===== src/rtl/spm_pkg.sv =====
package spm_pkg;
   // classification of a read response by number of excluded modules
   typedef enum logic [1:0] {
      RD_CLEAN    = 2'd0,
      RD_DEGRADED = 2'd1,
      RD_LOST     = 2'd2
   } rd_class_e;

   function automatic rd_class_e classify(input int excluded);
      if (excluded == 0)      return RD_CLEAN;
      else if (excluded == 1) return RD_DEGRADED;
      else                    return RD_LOST;
   endfunction
endpackage


===== src/rtl/spm_xor_reduce.sv =====
module spm_xor_reduce #(
   parameter int N = 4,
   parameter int W = 64
) (
   input  logic [N*W-1:0] din,
   output logic [W-1:0]   dout
);
   initial begin
      assert (N >= 1 && W >= 1) else $error("spm_xor_reduce: bad size");
   end

   always_comb begin
      dout = '0;
      for (int i = 0; i < N; i++) dout ^= din[i*W +: W];
   end
endmodule


===== src/rtl/spm_write_path.sv =====
module spm_write_path #(
   parameter int BLK_W    = 64,
   parameter int NUM_DATA = 4,
   parameter int ADDR_W   = 32,
   localparam int NUM_MOD = NUM_DATA + 1,
   localparam int LINE_W  = BLK_W * NUM_DATA,
   localparam int BUS_W   = BLK_W * NUM_MOD
) (
   input  logic               clk,
   input  logic               rst_n,
   input  logic [NUM_MOD-1:0] present,
   input  logic               wr_valid,
   input  logic [ADDR_W-1:0]  wr_addr,
   input  logic [LINE_W-1:0]  wr_line,
   input  logic               rd_valid,
   input  logic [ADDR_W-1:0]  rd_addr,
   output logic [NUM_MOD-1:0] mod_wr_en,
   output logic [NUM_MOD-1:0] mod_rd_en,
   output logic [ADDR_W-1:0]  mod_addr,
   output logic [BUS_W-1:0]   mod_wr_data
);
   logic [BLK_W-1:0] parity_blk;

   spm_xor_reduce #(.N(NUM_DATA), .W(BLK_W)) u_par (
      .din  (wr_line),
      .dout (parity_blk)
   );

   always_ff @(posedge clk) begin
      if (!rst_n) begin
         mod_wr_en   <= '0;
         mod_rd_en   <= '0;
         mod_addr    <= '0;
         mod_wr_data <= '0;
      end else begin
         mod_wr_en <= wr_valid ? present : '0;
         mod_rd_en <= (rd_valid && !wr_valid) ? present : '0;
         if (wr_valid) begin
            mod_addr    <= wr_addr;
            mod_wr_data <= {parity_blk, wr_line};
         end else if (rd_valid) begin
            mod_addr <= rd_addr;
         end
      end
   end

   // no strobe reaches a module that was absent when the request came in
   p_no_absent_strobe_r3: assert property (@(posedge clk) disable iff (!rst_n)
      (wr_valid || rd_valid) |=> (((mod_wr_en | mod_rd_en) & ~$past(present)) == '0));

   // a write in the same cycle suppresses the read
   p_wr_over_rd_r4: assert property (@(posedge clk) disable iff (!rst_n)
      wr_valid |=> (mod_rd_en == '0));

   // an accepted read strobes the present modules
   p_rd_issue_r4: assert property (@(posedge clk) disable iff (!rst_n)
      (rd_valid && !wr_valid) |=> (mod_rd_en == $past(present)));
endmodule


===== src/rtl/spm_read_path.sv =====
module spm_read_path #(
   parameter int BLK_W    = 64,
   parameter int NUM_DATA = 4,
   parameter bit PIPE_RD  = 1'b1,
   localparam int NUM_MOD = NUM_DATA + 1,
   localparam int LINE_W  = BLK_W * NUM_DATA,
   localparam int BUS_W   = BLK_W * NUM_MOD
) (
   input  logic               clk,
   input  logic               rst_n,
   input  logic [NUM_MOD-1:0] present,
   input  logic               in_valid,
   input  logic [BUS_W-1:0]   in_data,
   input  logic [NUM_MOD-1:0] in_bad,
   output logic               rsp_valid,
   output logic [LINE_W-1:0]  rsp_line,
   output logic               rsp_ok,
   output logic               rsp_degraded,
   output logic               rsp_parity_err,
   output logic               rsp_uncorr
);
   import spm_pkg::*;

   logic [NUM_MOD-1:0] excl;
   logic [BUS_W-1:0]   kept;
   logic [BLK_W-1:0]   kept_sum;
   rd_class_e          cls;
   logic [LINE_W-1:0]  line_c;
   logic               ok_c, deg_c, perr_c, unc_c;

   assign excl = ~present | in_bad;

   // excluded blocks are forced to zero so their content never matters
   for (genvar i = 0; i < NUM_MOD; i++) begin : g_keep
      assign kept[i*BLK_W +: BLK_W] = excl[i] ? '0 : in_data[i*BLK_W +: BLK_W];
   end

   spm_xor_reduce #(.N(NUM_MOD), .W(BLK_W)) u_sum (
      .din  (kept),
      .dout (kept_sum)
   );

   always_comb begin
      cls    = classify($countones(excl));
      line_c = '0;
      for (int j = 0; j < NUM_DATA; j++)
         line_c[j*BLK_W +: BLK_W] = excl[j] ? kept_sum : kept[j*BLK_W +: BLK_W];
      ok_c   = (cls != RD_LOST);
      deg_c  = (cls == RD_DEGRADED);
      perr_c = (cls == RD_CLEAN) && (kept_sum != '0);
      unc_c  = (cls == RD_LOST);
      if (unc_c) line_c = '0;
   end

   if (PIPE_RD) begin : g_pipe
      always_ff @(posedge clk) begin
         if (!rst_n) begin
            rsp_valid      <= 1'b0;
            rsp_line       <= '0;
            rsp_ok         <= 1'b0;
            rsp_degraded   <= 1'b0;
            rsp_parity_err <= 1'b0;
            rsp_uncorr     <= 1'b0;
         end else begin
            rsp_valid      <= in_valid;
            rsp_line       <= in_valid ? line_c : '0;
            rsp_ok         <= in_valid && ok_c;
            rsp_degraded   <= in_valid && deg_c;
            rsp_parity_err <= in_valid && perr_c;
            rsp_uncorr     <= in_valid && unc_c;
         end
      end

      // response comes exactly one cycle after the module answer
      p_rsp_timing_r10: assert property (@(posedge clk) disable iff (!rst_n)
         in_valid |=> rsp_valid);
      p_rsp_quiet_r10: assert property (@(posedge clk) disable iff (!rst_n)
         !in_valid |=> !rsp_valid);
   end else begin : g_comb
      assign rsp_valid      = in_valid;
      assign rsp_line       = in_valid ? line_c : '0;
      assign rsp_ok         = in_valid && ok_c;
      assign rsp_degraded   = in_valid && deg_c;
      assign rsp_parity_err = in_valid && perr_c;
      assign rsp_uncorr     = in_valid && unc_c;
   end

   // at most one status flag per response
   p_one_flag_r10: assert property (@(posedge clk) disable iff (!rst_n)
      $onehot0({rsp_uncorr, rsp_degraded, rsp_parity_err}));

   // a lost line carries no data and is never marked valid
   p_lost_zero_r9: assert property (@(posedge clk) disable iff (!rst_n)
      rsp_uncorr |-> (!rsp_ok && rsp_line == '0));

   // valid data and the uncorrectable flag are exclusive on a response
   p_ok_vs_unc_r10: assert property (@(posedge clk) disable iff (!rst_n)
      rsp_valid |-> (rsp_ok != rsp_uncorr));
endmodule


===== src/rtl/stripe_parity_mem.sv =====
module stripe_parity_mem #(
   parameter int BLK_W    = 64,
   parameter int NUM_DATA = 4,
   parameter int ADDR_W   = 32,
   parameter bit PIPE_RD  = 1'b1,
   localparam int NUM_MOD = NUM_DATA + 1,
   localparam int LINE_W  = BLK_W * NUM_DATA,
   localparam int BUS_W   = BLK_W * NUM_MOD
) (
   input  logic               clk,
   input  logic               rst_n,
   input  logic [NUM_MOD-1:0] mod_present,
   input  logic               wr_valid,
   input  logic [ADDR_W-1:0]  wr_addr,
   input  logic [LINE_W-1:0]  wr_line,
   input  logic               rd_valid,
   input  logic [ADDR_W-1:0]  rd_addr,
   output logic [NUM_MOD-1:0] mod_wr_en,
   output logic [NUM_MOD-1:0] mod_rd_en,
   output logic [ADDR_W-1:0]  mod_addr,
   output logic [BUS_W-1:0]   mod_wr_data,
   input  logic               mod_rsp_valid,
   input  logic [BUS_W-1:0]   mod_rsp_data,
   input  logic [NUM_MOD-1:0] mod_rsp_bad,
   output logic               rsp_valid,
   output logic [LINE_W-1:0]  rsp_line,
   output logic               rsp_ok,
   output logic               rsp_degraded,
   output logic               rsp_parity_err,
   output logic               rsp_uncorr
);
   initial begin
      assert (NUM_DATA >= 2) else $error("stripe_parity_mem: NUM_DATA must be at least 2");
      assert (BLK_W >= 1)    else $error("stripe_parity_mem: BLK_W must be positive");
      assert (ADDR_W >= 1)   else $error("stripe_parity_mem: ADDR_W must be positive");
   end

   spm_write_path #(.BLK_W(BLK_W), .NUM_DATA(NUM_DATA), .ADDR_W(ADDR_W)) u_wr (
      .clk         (clk),
      .rst_n       (rst_n),
      .present     (mod_present),
      .wr_valid    (wr_valid),
      .wr_addr     (wr_addr),
      .wr_line     (wr_line),
      .rd_valid    (rd_valid),
      .rd_addr     (rd_addr),
      .mod_wr_en   (mod_wr_en),
      .mod_rd_en   (mod_rd_en),
      .mod_addr    (mod_addr),
      .mod_wr_data (mod_wr_data)
   );

   spm_read_path #(.BLK_W(BLK_W), .NUM_DATA(NUM_DATA), .PIPE_RD(PIPE_RD)) u_rd (
      .clk            (clk),
      .rst_n          (rst_n),
      .present        (mod_present),
      .in_valid       (mod_rsp_valid),
      .in_data        (mod_rsp_data),
      .in_bad         (mod_rsp_bad),
      .rsp_valid      (rsp_valid),
      .rsp_line       (rsp_line),
      .rsp_ok         (rsp_ok),
      .rsp_degraded   (rsp_degraded),
      .rsp_parity_err (rsp_parity_err),
      .rsp_uncorr     (rsp_uncorr)
   );

   // the five blocks leaving on any write XOR to zero
   logic [BLK_W-1:0] wr_sum;
   spm_xor_reduce #(.N(NUM_MOD), .W(BLK_W)) u_wchk (
      .din  (mod_wr_data),
      .dout (wr_sum)
   );

   p_stripe_even_r2: assert property (@(posedge clk) disable iff (!rst_n)
      (mod_wr_en != '0) |-> (wr_sum == '0));

   // the written line lands unchanged in the data blocks
   p_line_split_r1: assert property (@(posedge clk) disable iff (!rst_n)
      wr_valid |=> (mod_wr_data[LINE_W-1:0] == $past(wr_line)));
endmodule


===== config.mk =====
export PLATFORM = sky130hd
export DESIGN_NAME = stripe_parity_mem
export DESIGN_NICKNAME = d
export VERILOG_FILES = /design/src/rtl/spm_pkg.sv /design/src/rtl/spm_xor_reduce.sv /design/src/rtl/spm_write_path.sv /design/src/rtl/spm_read_path.sv /design/src/rtl/stripe_parity_mem.sv
export SDC_FILE = /design/constraint.sdc
export NUM_CORES = 1
export LEC_CHECK = 0
export BUFFER_PORTS_ARGS = -buffer_cell sky130_fd_sc_hd__buf_2
export CORE_AREA = 2 2 503 505
export DETAILED_ROUTE_END_ITERATION = 10
export DIE_AREA = 0 0 505 507
export REMOVE_ABC_BUFFERS = 1
export SYNTH_ARGS = -nofsm -noshare
export SYNTH_HDL_FRONTEND = slang
export SYNTH_HIERARCHICAL = 1
export SYNTH_SLANG_ARGS = --single-unit

===== constraint.sdc =====
create_clock -name clk -period 3.45 [get_ports clk]
set_input_delay 0.69 -clock clk [delete_from_list [all_inputs] [get_ports clk]]
set_output_delay 0.69 -clock clk [all_outputs]
set_load 0.01 [all_outputs]

==> results.yml <==
outcome:
  outcome: "finished, final reports clean"
yosys:
  synth.avg_cell_area_um2: 9.39
  synthArstFlopShare: 0
  yosys.area_share.simple: 0.167
  synth-xor-area-share: 0.148
  synth_area_leaders: "dfxtp_1, mux2i_1, nor2b_1"
  synth_compound_area_frac: 0.0557
  synthCells: 3063
  synth_edf_count: 0
  synthAdderAreaFrac: 0.00183
  ys_ff_latch: 623
  synth_seq_area_share: 0.434
  synthTopCellsByCount: "dfxtp_1, nand2_1, nor2b_1"
  yosys.cell_count.top_type: "dfxtp_1"
  synthMuxAreaShare: 0.124
  yosysWarnings: 6
  synth_area_mm2: 0.0288
  synth_top_area_frac: 0.434
  synth_cell_type_count: 28
  synth.largest_area_cell: "dfxtp_1"
  ys.flop_type: "dfxtp_1"
  synth_top_family_by_area: "simple AND/OR/NAND/NOR gates"
place:
  gp_congestion: 0.971
  postPlaceCellArea_mm2: 0.0403
  place_inst: 7711
  place.port_buffers: 1277
  pre_cts_ws_ns: -0.818
  post-dp-hpwl_um: 166000
cts:
  clock_path_buffers: 3
  clkLatencyLatePin_ns: 0.69
  cts.sinks: 623
  clkSlewWorstSetupHoldPaths_ns: 0.06
  clockRootBuffer: "clkbuf_16"
  tritoncts.num_buffers: 78
  cts_tree: "yes"
  ctsHtreeMaxLevel: 3
  cts_hold_buf: 0
detailed_routing:
  drtPass1Iterations: 7
  wl_um: 193000
  wl_per_cell_um: 24.4
  drt_iter0_markers: 1906
  via_per_inst: 3.45
  route.vias.total: 27200
  ant_nets: 0
  drc_errors: 0
cells_and_area:
  design_area_mm2: 0.0430
  layout.cells.non_filler: 7907
  fin_nets: 5101
  area_growth_pct: 49.6
  final_util: 0.172
  layout-drive-gt1-share: 0.367
timing:
  final.min_clock_period_ns: 3.18
  setup_viol: 0
  worst_pin_slew_ns: 1.16
  min_period_over_period: 0.922
  worst_slack_ns: 0.269
  fmax_mhz: 314
  slew_viol_final: 0
  rsz0062_at_grt: "false"
  clock_skew_ns: 0
  slew_headroom: 0.224
  hold_viol_final: 0
die:
  initial_utilization: 0.115
  core_area_mm2: 0.250
  dieWidth_um: 505
  die-area_mm2: 0.256
  ios: 1278
  row_count: 184
  die_h_um: 507
critical_path:
  critPathRequiredTime_ns: 4.03
  worstReg2RegStart: "u_wr/mod_addr[3]"
  cp_slowest_stage_delay_ns: 0.58
  crit_path_start: "mod_present[1]"
  crit_path_start_kind: "primary input"
  arrival_ns: 3.76
  critPathSlowestCell: "nor4_2"
  crit_top_cell: "buf_4"
  path_cells: "buf_2, nor2b_4, buf_12, nand2_1, inv_1, xnor3_1, xnor2_1, nor4_2, buf_4, nand4_1, buf_4, nor4_1, nor3_1"
  worstSetupPathType: "primary input to register"
  end_kind: "register"
  critPathMaxFanout: 14
global_route:
  antenna_found_initial: 183
  grt_pass1_vias: 26200
  grt_pass1_wl_um: 246000
  grt_overflow_total: 0
  grt_max_degree: 162
  grt_usage: 0.144
worst_hold_path:
  min-delay-start: "mod_present[0]"
  hold_class: "primary input to register"
power_and_ir_drop:
  finalPower_mw: 20.4
  p_leak_nw: 22.1
  peakVddDrop_mv: 0.364
  power_density_mw_per_mm2: 474
job:
  maxCapViolations: 0
## power breakdown
group          switching [mW]  internal (mW)  leakage (nW)
registers               0.185           7.59          5.10
logic                    2.33           1.85          15.8
clock network            3.62           4.85          1.27
total                    6.14           14.3          22.1
## cell usage in the layout (no fill, tap or decap), types with 11 or more instances in the layout
cell type,synthesis,routed
inv_1,259,259
dfxtp_1,623,623
nor4_1,13,11
and2_1,70,70
xnor3_1,64,64
buf_12,0,29
mux2_2,32,32
nand2b_1,32,32
xnor2_1,192,190
nor2b_1,325,320
xor2_1,128,128
clkbuf_1,50,18
buf_4,62,173
nand2_1,514,513
mux2i_1,320,320
buf_2,58,1275
clkbuf_8,0,16
a21oi_1,256,256
diode_2,0,56
o211a_1,32,32
clkbuf_16,0,79
## worst max-delay path: cells and delay by family
family                 cells  cell delay (ns)
buffers and inverters      5             0.83
AND/OR/NAND/NOR            6             1.42
XOR/XNOR                   2             0.75
## layout make-up
class | count | area (µm²)
antenna | 56 | 140
fill | 28400 | 207000
multi-input combinational | 1998 | 14300
tap | 3348 | 4190
sequential | 623 | 12500
clock inverter | 27 | 344
clock buffer | 113 | 2260
timing repair buffer | 1479 | 8290
inverter | 263 | 997
## final timing paths
kind / depth (start not counted) / endpoint / slack, ns
min: 2 / u_wr/mod_rd_en[0] / 0.23
min reg2reg: 2 / u_wr/mod_wr_data[74] / 0.50
max reg2reg: 2 / u_wr/mod_addr[3] / 2.53
max: 13 / u_rd/rsp_parity_err / 0.27
## sequential cells by signal, indices dropped and copies added (netlist names)
name,count
u_wr/mod_wr_data,320
u_wr/mod_rd_en,5
u_wr/mod_addr,32
u_rd/rsp_line,256
u_wr/mod_wr_en,5
u_rd/rsp_degraded,1
u_rd/rsp_parity_err,1
u_rd/rsp_valid,1
u_rd/rsp_uncorr,1
u_rd/rsp_ok,1
## metal layers
metal	up-vias	track usage	wire length, µm
li1	12500	-	-
met1	12500	0.150	68000
met4	114	0.0602	9590
met3	475	0.0808	25600
met2	1573	0.236	88600
met5	-	0.00315	851
## kinds of logic (layout without fill, tap and decap cells)
logic type | Yosys count | count (layout)
adders and majority gates | 3 | 3
buffers and inverters | 442 | 1882
other | 0 | 56
AOI/OAI and AO/OA | 288 | 288
DFF | 623 | 623
muxes | 352 | 352
and+or+nand+nor | 971 | 971
xor gates and xnor gates | 384 | 384
## metrics by stage
| step | hold slack [ns] | setup TNS (ns) |
|---|---|---|
| 6_report | 0.233 | 0 |
| 5_1_grt | 0.164 | 0 |
| 4_1_cts | 0.133 | 0 |
| 3_5_place_dp | 0.496 | -1.86 |
| 3_3_place_gp | 0.490 | -2.47 |
| 2_1_floorplan | 0.538 | -1588.58 |
## what timing repair did
item | CTS | global route
setup endpoints to repair | 0 | 1
gates resized for setup | 0 | 1
buffers inserted | 0 | 0
hold endpoints to repair | 0 | 0
No activity file was read; power rests on OpenSTA's default activity.
